$ cat config.mk
export PLATFORM = sky130hd
export DESIGN_NAME = lsagu_top
export DESIGN_NICKNAME = d
export VERILOG_FILES = /design/src/rtl/lsagu_pkg.sv /design/src/rtl/lsagu_offset.sv /design/src/rtl/lsagu_calc.sv /design/src/rtl/lsagu_seq.sv /design/src/rtl/lsagu_top.sv
export SDC_FILE = /design/constraint.sdc
export NUM_CORES = 1
export LEC_CHECK = 0
export BUFFER_PORTS_ARGS = -buffer_cell sky130_fd_sc_hd__buf_2
export CELL_PAD_IN_SITES_DETAIL_PLACEMENT = 1
export CELL_PAD_IN_SITES_GLOBAL_PLACEMENT = 2
export CORE_MARGIN = 2
export CORE_UTILIZATION = 31
export CTS_CLUSTER_DIAMETER = 60
export DETAILED_ROUTE_END_ITERATION = 8
export GPL_TIMING_DRIVEN = 0
export PLACE_DENSITY = 0.92
export SLEW_MARGIN = 20
export SYNTH_ARGS = -nofsm -noshare
export SYNTH_HDL_FRONTEND = slang
export SYNTH_SLANG_ARGS = --single-unit
$ cat constraint.sdc
create_clock -name clk -period 8.8 [get_ports clk]
set_input_delay 1.32 -clock clk [delete_from_list [all_inputs] [get_ports clk]]
set_output_delay 1.32 -clock clk [all_outputs]
set_load 0.005 [all_outputs]
$ cat src/rtl/lsagu_pkg.sv
package lsagu_pkg;

  typedef enum logic [1:0] {
    OFF_IMM  = 2'd0,
    OFF_REG  = 2'd1,
    OFF_SHL  = 2'd2,
    OFF_SHL3 = 2'd3
  } off_sel_e;

  typedef enum logic [1:0] {
    ST_IDLE = 2'd0,
    ST_REQ  = 2'd1,
    ST_WAIT = 2'd2,
    ST_RESP = 2'd3
  } lsagu_state_e;

endpackage

$ cat src/rtl/lsagu_offset.sv
module lsagu_offset
  import lsagu_pkg::*;
#(
  parameter int XLEN  = 32,
  parameter int IMM_W = 12,
  parameter int SHW   = 5
) (
  input  logic [1:0]       sel,
  input  logic [IMM_W-1:0] imm,
  input  logic [XLEN-1:0]  oreg,
  input  logic [SHW-1:0]   shamt,
  output logic [XLEN-1:0]  off
);

  localparam int PAD_W = XLEN - IMM_W;

  always_comb begin
    case (off_sel_e'(sel))
      OFF_IMM: off = {{PAD_W{1'b0}}, imm};
      OFF_REG: off = oreg;
      default: off = oreg << shamt;
    endcase
  end

endmodule

$ cat src/rtl/lsagu_calc.sv
module lsagu_calc #(
  parameter int XLEN     = 32,
  parameter int RIDX_W   = 4,
  parameter int PC_AHEAD = 8
) (
  input  logic [XLEN-1:0]   base_reg,
  input  logic [XLEN-1:0]   pc,
  input  logic [XLEN-1:0]   off,
  input  logic              sub,
  input  logic              post,
  input  logic              wb,
  input  logic              pcrel,
  input  logic              is_load,
  input  logic [RIDX_W-1:0] base_idx,
  input  logic [RIDX_W-1:0] dst_idx,
  output logic [XLEN-1:0]   addr,
  output logic [XLEN-1:0]   new_base,
  output logic              bwe
);

  localparam logic [XLEN-1:0] PC_ADD = XLEN'(PC_AHEAD);

  logic [XLEN-1:0] base_eff;
  logic [XLEN-1:0] sum;
  logic            wb_want;
  logic            clash;

  always_comb begin
    base_eff = pcrel ? (pc + PC_ADD) : base_reg;
    sum      = sub ? (base_eff - off) : (base_eff + off);
    addr     = post ? base_eff : sum;
    new_base = sum;
    wb_want  = post | wb;
    clash    = is_load && (dst_idx == base_idx);
    bwe      = wb_want && !pcrel && !clash;
  end

endmodule

$ cat src/rtl/lsagu_seq.sv
module lsagu_seq
  import lsagu_pkg::*;
(
  input  logic clk,
  input  logic rst,
  input  logic op_valid,
  output logic accept,
  output logic busy,
  output logic in_req,
  output logic in_wait,
  output logic in_resp
);

  lsagu_state_e state, state_nx;

  always_comb begin
    state_nx = state;
    case (state)
      ST_IDLE: if (op_valid) state_nx = ST_REQ;
      ST_REQ:  state_nx = ST_WAIT;
      ST_WAIT: state_nx = ST_RESP;
      default: state_nx = ST_IDLE;
    endcase
  end

  always_ff @(posedge clk) begin
    if (rst) state <= ST_IDLE;
    else     state <= state_nx;
  end

  assign accept  = (state == ST_IDLE) && op_valid;
  assign busy    = (state != ST_IDLE);
  assign in_req  = (state == ST_REQ);
  assign in_wait = (state == ST_WAIT);
  assign in_resp = (state == ST_RESP);

endmodule

$ cat src/rtl/lsagu_top.sv
module lsagu_top #(
  parameter int XLEN     = 32,
  parameter int IMM_W    = 12,
  parameter int RIDX_W   = 4,
  parameter int SHW      = $clog2(XLEN),
  parameter int PC_AHEAD = 8
) (
  input  logic              clk,
  input  logic              rst,
  input  logic              op_valid,
  input  logic              op_store,
  input  logic [1:0]        op_off_sel,
  input  logic [SHW-1:0]    op_shamt,
  input  logic              op_sub,
  input  logic              op_post,
  input  logic              op_wb,
  input  logic              op_pcrel,
  input  logic [RIDX_W-1:0] op_base,
  input  logic [RIDX_W-1:0] op_dst,
  input  logic [XLEN-1:0]   op_baseval,
  input  logic [XLEN-1:0]   op_pc,
  input  logic [IMM_W-1:0]  op_imm,
  input  logic [XLEN-1:0]   op_offreg,
  input  logic [XLEN-1:0]   op_sdata,
  output logic              busy,
  output logic              mem_req,
  output logic              mem_we,
  output logic [XLEN-1:0]   mem_addr,
  output logic [XLEN-1:0]   mem_wdata,
  input  logic [XLEN-1:0]   mem_rdata,
  output logic              done,
  output logic              rd_we,
  output logic [RIDX_W-1:0] rd_idx,
  output logic [XLEN-1:0]   rd_data,
  output logic              base_we,
  output logic [RIDX_W-1:0] base_idx,
  output logic [XLEN-1:0]   base_new
);

  logic            accept, in_req, in_wait, in_resp;
  logic [XLEN-1:0] off_c, addr_c, nbase_c;
  logic            bwe_c;

  logic [XLEN-1:0]   addr_r, nbase_r, wdata_r, rdata_r;
  logic              bwe_r, store_r;
  logic [RIDX_W-1:0] dst_r, bidx_r;

  lsagu_offset #(.XLEN(XLEN), .IMM_W(IMM_W), .SHW(SHW)) u_off (
    .sel   (op_off_sel),
    .imm   (op_imm),
    .oreg  (op_offreg),
    .shamt (op_shamt),
    .off   (off_c)
  );

  lsagu_calc #(.XLEN(XLEN), .RIDX_W(RIDX_W), .PC_AHEAD(PC_AHEAD)) u_calc (
    .base_reg (op_baseval),
    .pc       (op_pc),
    .off      (off_c),
    .sub      (op_sub),
    .post     (op_post),
    .wb       (op_wb),
    .pcrel    (op_pcrel),
    .is_load  (!op_store),
    .base_idx (op_base),
    .dst_idx  (op_dst),
    .addr     (addr_c),
    .new_base (nbase_c),
    .bwe      (bwe_c)
  );

  lsagu_seq u_seq (
    .clk      (clk),
    .rst      (rst),
    .op_valid (op_valid),
    .accept   (accept),
    .busy     (busy),
    .in_req   (in_req),
    .in_wait  (in_wait),
    .in_resp  (in_resp)
  );

  // Op capture at the accepting edge
  always_ff @(posedge clk) begin
    if (rst) begin
      addr_r  <= '0;
      nbase_r <= '0;
      wdata_r <= '0;
      bwe_r   <= 1'b0;
      store_r <= 1'b0;
      dst_r   <= '0;
      bidx_r  <= '0;
    end else if (accept) begin
      addr_r  <= addr_c;
      nbase_r <= nbase_c;
      wdata_r <= op_sdata;
      bwe_r   <= bwe_c;
      store_r <= op_store;
      dst_r   <= op_dst;
      bidx_r  <= op_base;
    end
  end

  // Memory answer is valid while waiting; hold it for the result cycle
  always_ff @(posedge clk) begin
    if (rst)          rdata_r <= '0;
    else if (in_wait) rdata_r <= mem_rdata;
  end

  assign mem_req   = in_req;
  assign mem_we    = in_req && store_r;
  assign mem_addr  = addr_r;
  assign mem_wdata = wdata_r;
  assign done      = in_resp;
  assign rd_we     = in_resp && !store_r;
  assign rd_idx    = dst_r;
  assign rd_data   = rdata_r;
  assign base_we   = in_resp && bwe_r;
  assign base_idx  = bidx_r;
  assign base_new  = nbase_r;

endmodule

==> results.ini <==
[drt]
wl_per_cell_microns = 22.0
firstDrtPassIters = 5
avgViaCountPerCell = 5.32
drtIter0Drc = 645
drc = 0
wl_microns = 46600
final_antenna_net_count = 0
vias = 11300

[sta]
rsz0062_at_grt = no
setup_tns_ps = 0
worstMarginPinSlew_ps = 897
timing.slew.headroom_pct = 40.2
setup_viol = 0
post-route-period-util_pct = 81.9
fin_ws_ps = 1590
slew_violations = 0
final_hold_viol_count = 0
fin_skew_ps = 6.56
hold-worst-slack_ps = 451
fin_crit_ps = 7210
fmax_mhz = 139

[synth]
netlist_area_sq_um = 10400
yosysTopAreaCellShare_pct = 26.9
synth_edf_count = 0
synth_cell_types = 84
avgSynthCellArea_sq_um = 7.95
synth_area_leader_cell = dfxtp_1
syn_inst = 1311
async_flop_share_pct = 0
synth_fp_nets = 1550
ys_ff_latch = 140
synth_flop_cell = dfxtp_1
ys_seq_area_share_pct = 26.9
synth_area_leaders = dfxtp_1, mux2i_1, a21oi_1, nand2_1, nor2_1
yosys_warnings = 0

[clocking]
htreeDepth = 4
cts_resized = 0
path_clk_slew_ps = 60
clkSinkCount = 140
cts_buffers = 17
cts_root_buf = clkbuf_16
ctsHoldBuffers = 0
cts_tree = yes
clkLatencyLatePin_ps = 430
cts.path.max_buffers = 2
post-cts-setup-buffers = 0

[setup_path]
reg2reg_depth = 8
cp.required_ps = 9080
cp_max_fo = 10
critPathCaptureType = register
worstSetupPathType = input pin to register
timing.rr.start = u_seq.state[0]$_SDFFE_PP0P_
worst_setup_path_start_kind = input pin
rrSetupSlack_ps = 6100
cp-endpoint = mem_addr[31]$_SDFFE_PP0P_
cp.depth = 22
cp_top_family = simple AND/OR/NAND/NOR gates
cp_slowest_cell = buf_1
crit_path_cell_trace = buf_2 > nor2b_1 > nand2b_1 > clkbuf_1 > buf_1 > o22ai_1 > a211oi_1 > nand4_2 > nor3_4 > a21oi_1 > xnor2_1 > ha_1 > clkbuf_1 > nand4_1 > or3_1 > o31ai_1 > a21oi_1 > nor4bb_1 > or3_1 > xnor3_1 > nand2_1 > a311oi_2
critPathArrivalTime_ps = 7490
path_buf_inv = 4
worstReg2RegEnd = base_new[17]$_SDFFE_PP0P_
slowest_delay_ps = 510
critPathLaunch = op_off_sel[1]

[placed_design]
dpl.hpwl_microns = 38700
gp_congestion = 0.956
portBuffers = 327
dp_worst_setup_slack_ps = 1130

[floorplan]
dieArea_sq_um = 35100
fp.dieW_microns = 187
die_h_microns = 187
ios = 337
coreArea_sq_um = 33400
rows = 67
start_util_pct = 31.3

[power]
irDropWorstVdd_v = 0.000156
p_leak_uw = 0.00580
p_per_area_nw_per_um2 = 231

[grt]
grt_max_degree = 17
grt_usage_pct = 25.8
grt_pass1_vias = 11700
antenna_found_initial = 4
grt_pass1_wl_microns = 69800
grt_overflow = 0

[final_layout]
drive_above_1_share_pct = 25.3
nets = 1896
syn_to_final_growth_pct = 26.9

[outcome]
status = completed

[job]
drv_cap = 0

[worst_hold_path]
min_path_type = register to register

-- cell type report --
class	instances	area, sq um
fillers	4227	20100
multi-input cells	1063	7170
flip-flops and latches	140	2800
repair buffers	327	1640
well taps	448	561
clock buffers	18	439
plain buffers	86	370
clock inverters	14	166
inverters	22	82.6
diodes	3	7.51
-- metrics by stage --
| step | total power [uW] | area, sq um | util (%) | instances |
|---|---|---|---|---|
| 6_report | 3060 | 13200 | 39.7 | 2121 |
| 5_1_grt | 3240 | 13200 | 39.7 | 2119 |
| 4_1_cts | 3060 | 13200 | 39.7 | 2118 |
| 3_5_place_dp | 2300 | 12600 | 37.8 | 2086 |
| 3_3_place_gp | 2270 | 12600 | 37.8 | 2086 |
| 2_1_floorplan | 1720 | 10400 | - | 1311 |
-- cell families (layout without fill, tap and decap cells) --
logic type	count (synthesis)	count (layout)	synth area share (%)
compound gates	322	322	19.3
xor+xnor	87	87	7.44
fa+ha+maj	44	44	5.35
buf+inv	108	467	4.34
flops	140	140	26.9
mux	126	126	16.0
other cells	0	3	0
simple gates	484	484	20.7
-- Yosys cell counts (13+ instances only) --
cell type and n:
nand2_1 192, nor2_1 171, a21oi_1 155, dfxtp_1 140, mux2i_1 86, clkbuf_1 58
xor2_1 45, ha_1 43, xnor2_1 41, o21ai_0 35, a211oi_1 28, mux4_2 22
inv_1 20, nand3_1 18, nor3_1 17, a21o_1 16, buf_1 16, nor2b_1 15
o22ai_1 13
-- sequential cells by signal, summed over array words and instances, names as in the netlist --
register / count
bwe_r: 1
base_idx: 4
u_seq.state: 2
store_r: 1
rd_idx: 4
mem_wdata: 32
base_new: 32
rd_data: 32
mem_addr: 32
-- report_power, final --
group / switching [uW] / internal, uW
registers: 87.6 / 795
clock network: 299 / 453
logic: 881 / 542
-- cells in the final DEF (no fill, tap or decap), types with 5 or more instances in the layout --
cell type and n:
nor2_1 171, mux2i_1 86, nand3_1 18, mux4_2 22, a21oi_1 155, or3_1 5, nor3_1 17, mux4_1 6
o21a_1 5, o221ai_1 5, nand4_1 9, nand2b_1 8, buf_1 16, o21ai_0 35, ha_1 43, o22ai_1 13
a21o_1 16, mux2_2 8, inv_1 20, a31oi_1 6, xnor2_1 41, clkbuf_1 58, dfxtp_1 140, and3_1 6
a211oi_1 28, buf_2 335, nand2_1 192, nor2b_1 15, and4_1 7, and2_1 10, clkbuf_16 17, xor2_1 45
-- metal layers --
| layer | wire, microns | part of all wire [%] | vias to the layer above | GRT usage (%) |
|---|---|---|---|---|
| met2 | 23200 | 50 | 384 | 47.2 |
| met5 | 26 | 0.056 | - | 0 |
| li1 | - | - | 5376 | - |
| met1 | 19200 | 41 | 5441 | 30.2 |
| met3 | 2560 | 5.5 | 79 | 4.39 |
| met4 | 1540 | 3.3 | 4 | 9.54 |
-- worst register-to-register path, cell delays in order, from the launching register on --
cell	delay, ps
dfxtp_1	340
inv_1	90
ha_1	230
and2_1	150
clkbuf_1	350
clkbuf_1	470
clkbuf_1	560
nand2_1	250
a21oi_1	170
-- worst min-delay path by stage --
stage / from / endpoint / slack [ps] / cells after the start
CTS: mem_wdata[17]$_SDFFE_PP0P_ / mem_wdata[17]$_SDFFE_PP0P_ / 450 / 2
floorplan: store_r$_SDFFE_PP0P_ / store_r$_SDFFE_PP0P_ / 450 / 2
finish: mem_wdata[17]$_SDFFE_PP0P_ / mem_wdata[17]$_SDFFE_PP0P_ / 450 / 2
detailed placement: mem_wdata[17]$_SDFFE_PP0P_ / mem_wdata[17]$_SDFFE_PP0P_ / 440 / 2
global placement: base_idx[3]$_SDFFE_PP0P_ / base_idx[3]$_SDFFE_PP0P_ / 440 / 2
global route: rd_idx[3]$_SDFFE_PP0P_ / rd_idx[3]$_SDFFE_PP0P_ / 470 / 2
No activity file was read; power rests on OpenSTA's default activity.
